**config.mk**
```make
export PLATFORM = sky130hd
export DESIGN_NAME = agen16
export DESIGN_NICKNAME = d
export VERILOG_FILES = /design/src/rtl/agen16_pkg.sv /design/src/rtl/agen16_ctrl.sv /design/src/rtl/agen16_dp.sv /design/src/rtl/agen16_csdec.sv /design/src/rtl/agen16.sv
export SDC_FILE = /design/constraint.sdc
export NUM_CORES = 1
export LEC_CHECK = 0
export BUFFER_PORTS_ARGS = -buffer_cell sky130_fd_sc_hd__buf_2
export CORE_UTILIZATION = 45
export DETAILED_ROUTE_END_ITERATION = 8
export GPL_ROUTABILITY_DRIVEN = 0
export PLACE_DENSITY = 0.74
export SLEW_MARGIN = 0
export SYNTH_ARGS = -nofsm -noshare
export SYNTH_HDL_FRONTEND = slang
export SYNTH_SLANG_ARGS = --single-unit
```
**constraint.sdc**
```tcl
create_clock -name clk -period 5.6 [get_ports clk]
set_clock_uncertainty 0.2 [all_clocks]
set_input_delay 0 -clock clk [delete_from_list [all_inputs] [get_ports clk]]
set_output_delay 0 -clock clk [all_outputs]
set_load 0.05 [all_outputs]
```
**src/rtl/agen16_pkg.sv**
```systemverilog
package agen16_pkg;

  // General register codes, fixed by the addressing encodings
  typedef enum logic [2:0] {
    GPR_AX = 3'd0, GPR_CX = 3'd1, GPR_DX = 3'd2, GPR_BX = 3'd3,
    GPR_SP = 3'd4, GPR_BP = 3'd5, GPR_SI = 3'd6, GPR_DI = 3'd7
  } gprCode_e;

  // Default size codes
  typedef enum logic [1:0] {
    SZ_16 = 2'd0, SZ_32 = 2'd1, SZ_64 = 2'd2
  } sizeCode_e;

  // Strobes from control to the datapath pieces
  typedef struct packed {
    logic eaLoad;
    logic csLoad;
  } agenStrobe_t;

  // First register of the 16-bit register-pair table
  function automatic gprCode_e firstRegOf(input logic [2:0] rm);
    case (rm)
      3'd0, 3'd1, 3'd7: firstRegOf = GPR_BX;
      3'd2, 3'd3, 3'd6: firstRegOf = GPR_BP;
      3'd4:             firstRegOf = GPR_SI;
      default:          firstRegOf = GPR_DI;
    endcase
  endfunction

endpackage

```
**src/rtl/agen16_ctrl.sv**
```systemverilog
module agen16_ctrl
  import agen16_pkg::*;
(
  input  logic        clk,
  input  logic        rstN,
  input  logic        inValid,
  output agenStrobe_t stb,
  output logic        outValid
);

  always_comb begin
    stb.eaLoad = inValid;
    stb.csLoad = inValid;
  end

  always_ff @(posedge clk) begin
    if (!rstN) outValid <= 1'b0;
    else       outValid <= inValid;
  end

  // one-cycle latency of the valid flag
  p_valid_follows_r12: assert property (@(posedge clk) disable iff (!rstN)
    inValid |=> outValid);
  p_valid_drops_r12: assert property (@(posedge clk) disable iff (!rstN)
    !inValid |=> !outValid);

endmodule

```
**src/rtl/agen16_dp.sv**
```systemverilog
module agen16_dp
  import agen16_pkg::*;
#(
  parameter int OFF_W      = 16,
  parameter int NUM_REGS   = 8,
  parameter int LIN_W      = 32,
  parameter int LIM_W      = 20,
  parameter int GRAN_SHIFT = 12,
  parameter int SEL_SHIFT  = 4
) (
  input  logic                      clk,
  input  logic                      rstN,
  input  agenStrobe_t               stb,
  input  logic [7:0]                modrm,
  input  logic [OFF_W-1:0]          disp,
  input  logic [NUM_REGS*OFF_W-1:0] regFile,
  input  logic [OFF_W-1:0]          segSel,
  input  logic [LIN_W-1:0]          segBase,
  input  logic [LIM_W-1:0]          segLimit,
  input  logic                      segGran,
  input  logic                      v86Mode,
  output logic [OFF_W-1:0]          effAddr,
  output logic [2:0]                baseReg,
  output logic                      baseRegUsed,
  output logic [LIN_W-1:0]          linAddr,
  output logic                      fault
);

  localparam int IDX_W    = $clog2(NUM_REGS);
  localparam int SCALED_W = LIM_W + GRAN_SHIFT;
  localparam int REAL_W   = OFF_W + SEL_SHIFT;

  // Register file unpacked per register
  logic [OFF_W-1:0] gpr [NUM_REGS];
  for (genvar g = 0; g < NUM_REGS; g++) begin : g_unpack
    assign gpr[g] = regFile[g*OFF_W +: OFF_W];
  end

  logic [1:0]       modF;
  logic [2:0]       rmF;
  logic             memForm, dispOnly, dispUse, secondUse;
  gprCode_e         firstReg, secondReg;
  logic [OFF_W-1:0] firstVal, secondVal, dispVal, eaSum;

  always_comb begin
    modF      = modrm[7:6];
    rmF       = modrm[2:0];
    memForm   = (modF != 2'd3);
    dispOnly  = (modF == 2'd0) && (rmF == 3'd6);
    dispUse   = (modF == 2'd1) || (modF == 2'd2) || dispOnly;
    secondUse = !rmF[2];
    firstReg  = firstRegOf(rmF);
    secondReg = rmF[0] ? GPR_DI : GPR_SI;
    firstVal  = dispOnly  ? '0 : gpr[IDX_W'(firstReg)];
    secondVal = secondUse ? gpr[IDX_W'(secondReg)] : '0;
    dispVal   = dispUse   ? disp : '0;
    eaSum     = firstVal + secondVal + dispVal;
  end

  // Limit scaling and checks
  logic [SCALED_W-1:0] scaledLimit;
  logic [LIN_W-1:0]    effLimit;
  logic                overLimit, nullSel, faultNext;

  always_comb begin
    scaledLimit = {segLimit, {GRAN_SHIFT{1'b1}}};
    effLimit    = segGran ? LIN_W'(scaledLimit) : LIN_W'(segLimit);
    overLimit   = !v86Mode && (LIN_W'(eaSum) > effLimit);
    nullSel     = !v86Mode && (segSel == '0);
    faultNext   = !memForm || overLimit || nullSel;
  end

  // Linear address for both modes
  logic [REAL_W-1:0] realSum;
  logic [LIN_W-1:0]  protSum, linNext;

  always_comb begin
    realSum = {segSel, {SEL_SHIFT{1'b0}}} + REAL_W'(eaSum);
    protSum = segBase + LIN_W'(eaSum);
    if (faultNext)    linNext = '0;
    else if (v86Mode) linNext = LIN_W'(realSum);
    else              linNext = protSum;
  end

  always_ff @(posedge clk) begin
    if (!rstN) begin
      effAddr     <= '0;
      baseReg     <= '0;
      baseRegUsed <= 1'b0;
      linAddr     <= '0;
      fault       <= 1'b0;
    end else if (stb.eaLoad) begin
      effAddr     <= memForm ? eaSum : '0;
      baseReg     <= (memForm && !dispOnly) ? 3'(firstReg) : 3'd0;
      baseRegUsed <= memForm && !dispOnly;
      linAddr     <= linNext;
      fault       <= faultNext;
    end
  end

  p_disp_only_r2: assert property (@(posedge clk) disable iff (!rstN)
    stb.eaLoad && modrm[7:6] == 2'd0 && modrm[2:0] == 3'd6
      |=> effAddr == $past(disp) && !baseRegUsed);
  p_reg_form_fault_r5: assert property (@(posedge clk) disable iff (!rstN)
    stb.eaLoad && modrm[7:6] == 2'd3 |=> fault && linAddr == '0);
  p_null_sel_r7: assert property (@(posedge clk) disable iff (!rstN)
    stb.eaLoad && !v86Mode && segSel == '0 |=> fault);
  p_real_width_r8: assert property (@(posedge clk) disable iff (!rstN)
    stb.eaLoad && v86Mode |=> linAddr[LIN_W-1:REAL_W] == '0);
  p_fault_zero_r9: assert property (@(posedge clk) disable iff (!rstN)
    fault |-> linAddr == '0);
  p_hold_r12: assert property (@(posedge clk) disable iff (!rstN)
    !stb.eaLoad |=> $stable(effAddr) && $stable(linAddr) && $stable(fault));

endmodule

```
**src/rtl/agen16_csdec.sv**
```systemverilog
module agen16_csdec
  import agen16_pkg::*;
(
  input  logic        clk,
  input  logic        rstN,
  input  agenStrobe_t stb,
  input  logic        v86Mode,
  input  logic        csIsCode,
  input  logic        csLong,
  input  logic        csDefault,
  output logic [1:0]  addrSize,
  output logic [1:0]  opSize,
  output logic        csBad
);

  sizeCode_e addrNext, opNext;
  logic      badNext;

  always_comb begin
    addrNext = SZ_16;
    opNext   = SZ_16;
    badNext  = 1'b0;
    if (!v86Mode) begin
      if (!csIsCode) begin
        badNext = 1'b1;
      end else begin
        case ({csLong, csDefault})
          2'b00: begin addrNext = SZ_16; opNext = SZ_16; end
          2'b01: begin addrNext = SZ_32; opNext = SZ_32; end
          2'b10: begin addrNext = SZ_64; opNext = SZ_32; end
          default: badNext = 1'b1;
        endcase
      end
    end
  end

  always_ff @(posedge clk) begin
    if (!rstN) begin
      addrSize <= '0;
      opSize   <= '0;
      csBad    <= 1'b0;
    end else if (stb.csLoad) begin
      addrSize <= addrNext;
      opSize   <= opNext;
      csBad    <= badNext;
    end
  end

  p_data_seg_r11: assert property (@(posedge clk) disable iff (!rstN)
    stb.csLoad && !v86Mode && !csIsCode |=> csBad && addrSize == 2'd0);
  p_v86_sizes_r11: assert property (@(posedge clk) disable iff (!rstN)
    stb.csLoad && v86Mode |=> !csBad && addrSize == 2'd0 && opSize == 2'd0);
  p_both_bits_r10: assert property (@(posedge clk) disable iff (!rstN)
    stb.csLoad && !v86Mode && csLong && csDefault |=> csBad);

endmodule

```
**src/rtl/agen16.sv**
```systemverilog
module agen16
  import agen16_pkg::*;
#(
  parameter int OFF_W      = 16,
  parameter int NUM_REGS   = 8,
  parameter int LIN_W      = 32,
  parameter int LIM_W      = 20,
  parameter int GRAN_SHIFT = 12,
  parameter int SEL_SHIFT  = 4
) (
  input  logic                      clk,
  input  logic                      rstN,
  input  logic                      inValid,
  input  logic [7:0]                modrm,
  input  logic [OFF_W-1:0]          disp,
  input  logic [NUM_REGS*OFF_W-1:0] regFile,
  input  logic [OFF_W-1:0]          segSel,
  input  logic [LIN_W-1:0]          segBase,
  input  logic [LIM_W-1:0]          segLimit,
  input  logic                      segGran,
  input  logic                      v86Mode,
  input  logic                      csIsCode,
  input  logic                      csLong,
  input  logic                      csDefault,
  output logic                      outValid,
  output logic [OFF_W-1:0]          effAddr,
  output logic [2:0]                baseReg,
  output logic                      baseRegUsed,
  output logic [LIN_W-1:0]          linAddr,
  output logic                      fault,
  output logic [1:0]                addrSize,
  output logic [1:0]                opSize,
  output logic                      csBad
);

  agenStrobe_t stb;

  agen16_ctrl u_ctrl (
    .clk      (clk),
    .rstN     (rstN),
    .inValid  (inValid),
    .stb      (stb),
    .outValid (outValid)
  );

  agen16_dp #(
    .OFF_W(OFF_W), .NUM_REGS(NUM_REGS), .LIN_W(LIN_W),
    .LIM_W(LIM_W), .GRAN_SHIFT(GRAN_SHIFT), .SEL_SHIFT(SEL_SHIFT)
  ) u_dp (
    .clk         (clk),
    .rstN        (rstN),
    .stb         (stb),
    .modrm       (modrm),
    .disp        (disp),
    .regFile     (regFile),
    .segSel      (segSel),
    .segBase     (segBase),
    .segLimit    (segLimit),
    .segGran     (segGran),
    .v86Mode     (v86Mode),
    .effAddr     (effAddr),
    .baseReg     (baseReg),
    .baseRegUsed (baseRegUsed),
    .linAddr     (linAddr),
    .fault       (fault)
  );

  agen16_csdec u_csdec (
    .clk       (clk),
    .rstN      (rstN),
    .stb       (stb),
    .v86Mode   (v86Mode),
    .csIsCode  (csIsCode),
    .csLong    (csLong),
    .csDefault (csDefault),
    .addrSize  (addrSize),
    .opSize    (opSize),
    .csBad     (csBad)
  );

endmodule

```
==> impl_metrics.csv <==
group,metric,value,unit
logic_synthesis,synth_fa_ha_area_share,19.0,%
job,drv_cap,0,
die,core-area,13200,um2
setup_path,cp.arrival,5.35,ns
logic_synthesis,synth_top_area_share,19.2,%
sta,holdWs,0.00284,ns
route,wl_per_cell,15.4,um
logic_synthesis,yosysTopAreaCell,"dfxtp_1",
die,rows,42,
logic_synthesis,synthTopCellsByCount,"112 x nand2_1, 63 x ha_1, 59 x nor2_1",
logic_synthesis,yosysMostFrequentCell,"nand2_1",
grt,use_met1,31.5,%
die,die_width,118,um
placed_design,dpl-instance-area,7420,um2
setup_path,worstSetupPathType,"in -> reg",
die,die-area,13900,um2
sta,period_minus_slack,5.34,ns
final_layout,diodes,0,
final_layout,drive_gt1_share,28.7,%
pwr,powerDensity,412,nW/um2
setup_path,endpoint_kind,"register",
logic_synthesis,synth_mux_area_share,4.65,%
sta,rsz0062_at_grt,"true",
placed_design,dpl_worst_slack,0.115,ns
clocking,h-tree-depth,3,
logic_synthesis,ys.flop_type,"dfxtp_1",
logic_synthesis,async_reset_ff_share,0,%
route,vias,6588,
setup_path,r2r_cells,3,
logic_synthesis,synthXorXnorAreaFrac,7.23,%
clocking,clk_pin_slew,0.05,ns
clocking,cts_tree,"done",
sta,slew_violations,0,
final_layout,nets,1350,
clocking,cts.sinks,58,
setup_path,critPathLaunch,"modrm[2]",
logic_synthesis,yosys.area_share.simple,22.5,%
pwr,p_total,3380,uW
hold_path,hold_class,"in -> reg",
route,ant_nets,0,
sta,hold_violations,0,
grt,use_met2,48.5,%
pwr,p_leak,0.00406,uW
die,die_height,118,um
die,initial_utilization,45.9,%
logic_synthesis,ys_ff_latch,58,
clocking,cts.path.max_buffers,2,
route,drc,0,
sta,setup_viol,0,
route,first_pass_iters,5,
sta,clock.fmax,0.187,GHz
setup_path,crit_fanout,18,
logic_synthesis,synth_compound_area_share,22.2,%
clocking,cts-buffers-inserted,9,
run_status,status,"finished clean",
grt,grt_pass1_wl,29700,um
setup_path,rrSetupSlack,4.22,ns
logic_synthesis,synth_top_family_by_area,"simple AND/OR/NAND/NOR gates",
logic_synthesis,syn_inst,781,
route,drt-initial-drc-count,401,
route,vias_per_cell,5.39,
logic_synthesis,yosysSeqAreaShare,19.2,%
grt,grt_remaining_overflow,0,
final_layout,final_util,62.1,%
grt,first_global_vias,6222,
grt,antenna_found_initial,0,
logic_synthesis,yosys_warnings,0,
setup_path,rr_startpoint,"u_csdec.addrSize[0]$_SDFFE_PN0P_",
sta,slew_headroom,59.6,%
logic_synthesis,syn_nets,1090,
route,drt_wl_total,18800,um
sta,worst_pin_slew,0.602,ns
grt,busiest_layer,"met2",
logic_synthesis,synth_cell_type_count,67,
setup_path,startpoint_type,"input port",
logic_synthesis,synth_edf_count,0,
logic_synthesis,yosys-top-cells-area,"dfxtp_1 19%, ha_1 13%, nand2_1 6.9%",
clocking,insertion_delay,0.33,ns
logic_synthesis,syn_area,6050,um2
setup_path,timing.rr.end,"u_csdec.addrSize[0]$_SDFFE_PN0P_",
sta,fin_ws,0.264,ns
sta,finalCritPeriodShare,95.3,%
setup_path,worstPathRequired,5.61,ns
die,ios,287,
grt,gr-usage-met3,4.99,%
grt,grt_max_degree,53,
final_layout,syn_to_final_growth,35.3,%
placed_design,io_buffers,218,
grt,grtUsageTotal,26.7,%
placed_design,dp_hpwl,14800,um
logic_synthesis,synth_area_per_cell,7.75,um2
clocking,cts-root-buf,"clkbuf_16",
pwr,ir_worst_vdd,220,uV
setup_path,endpoint,"u_dp.linAddr[16]$_SDFFE_PN0P_",
final_layout,fin_area,8190,um2
## where the power goes
part	internal, uW	switching (uW)	leakage [uW]	total, uW
registers	481	34.5	0.000475	515
logic	887	1370	0.00343	2260
clock network	403	199	0.000157	602
## logic make-up after synthesis
group           after synthesis
simple gates                285
compound gates              200
fa+ha+maj                    81
buf+inv                      78
flops                        58
xor+xnor                     50
mux                          28
other cells                   1
## sequential cells by signal (all words and copies together) (netlist names)
register          flops
u_dp.baseRegUsed      1
u_dp.effAddr         16
u_csdec.opSize        1
u_dp.linAddr         32
u_dp.fault            1
u_csdec.csBad         1
u_csdec.addrSize      2
u_ctrl.outValid       1
u_dp.baseReg          3
## cell usage in the layout, fill, tap and decap left out, types with 6 or more instances in the layout
| cell type | n |
|---|---|
| xor2_1 | 12 |
| dfxtp_1 | 58 |
| nor3_1 | 13 |
| nor2_1 | 59 |
| buf_2 | 218 |
| nor2b_1 | 8 |
| o221ai_1 | 7 |
| o211ai_1 | 9 |
| or2_2 | 15 |
| clkbuf_16 | 9 |
| nand4_1 | 8 |
| a221o_1 | 7 |
| nand3_1 | 16 |
| nand2_1 | 112 |
| buf_4 | 26 |
| fa_1 | 18 |
| nand2b_1 | 10 |
| nor4_1 | 10 |
| o21ai_0 | 50 |
| and3_1 | 9 |
| a21o_1 | 14 |
| o21a_1 | 6 |
| a22o_1 | 11 |
| mux2i_1 | 27 |
| inv_1 | 48 |
| xnor2_1 | 35 |
| a21oi_1 | 43 |
| dlygate4sd3_1 | 33 |
| ha_1 | 63 |
## worst max-delay path: stages
cell,delay (ns)
buf_2,0.16
buf_4,0.18
nand4b_1,0.20
nand2b_4,0.16
nand2_1,0.10
fa_1,0.55
inv_1,0.04
ha_1,0.22
inv_1,0.08
fa_1,0.23
nor2b_2,0.06
o31a_1,0.28
o21a_1,0.20
o21a_1,0.18
o21ai_1,0.15
nor2b_2,0.20
xnor2_1,0.07
buf_4,0.16
ha_1,0.29
nand4_1,0.16
a2111o_1,0.37
nand3_1,0.08
o211ai_1,0.20
nand2_1,0.14
buf_6,0.18
o221ai_1,0.12
dlygate4sd3_1,0.58
## per-layer routing
layer / up-vias / share of wire (%)
li1: 3291 / -
met3: 32 / 7.0
met5: - / 0
met2: 258 / 50
met4: 0 / 2.3
met1: 3007 / 41
## area by class of cell
| cell class | count | area, um2 |
|---|---|---|
| Clock buffer | 12 | 246 |
| Clock inverter | 4 | 73.8 |
| Fill cell | 1223 | 5000 |
| Inverter | 48 | 180 |
| Multi-Input combinational cell | 645 | 4670 |
| Sequential cell | 58 | 1160 |
| Tap cell | 176 | 220 |
| Timing Repair Buffer | 279 | 1640 |
## worst min path at each step
stage                      startpoint                       endpoint  slack (ns)  cells after the start
final                       segSel[0]   u_dp.linAddr[4]$_SDFFE_PN0P_       0.003                      4
after global routing        segSel[0]   u_dp.linAddr[4]$_SDFFE_PN0P_        0.04                      4
after CTS                    modrm[7]        u_dp.fault$_SDFFE_PN0P_        0.01                      4
after detailed placement  segBase[20]  u_dp.linAddr[20]$_SDFFE_PN0P_        0.11                      3
after global placement    segBase[24]  u_dp.linAddr[24]$_SDFFE_PN0P_        0.10                      3
after floorplan                  rstN     u_csdec.csBad$_SDFFE_PN0P_       -0.07                      1
## per-stage QoR
| step | instances | setup TNS (ns) |
|---|---|---|
| 4_1_cts | 1217 | 0 |
| 3_3_place_gp | 1169 | 0 |
| 5_1_grt | 1222 | -0.191 |
| 2_1_floorplan | 781 | 0 |
| 6_report | 1222 | 0 |
| 3_5_place_dp | 1169 | 0 |
## what timing repair did
action                                  CTS  global route
endpoints found under the setup margin    0            11
endpoints found under the hold margin    24             1
gates resized for setup                   0            21
hold buffers                             32             1
buffers inserted                          0             4
Power figures use the tool's default switching activity.
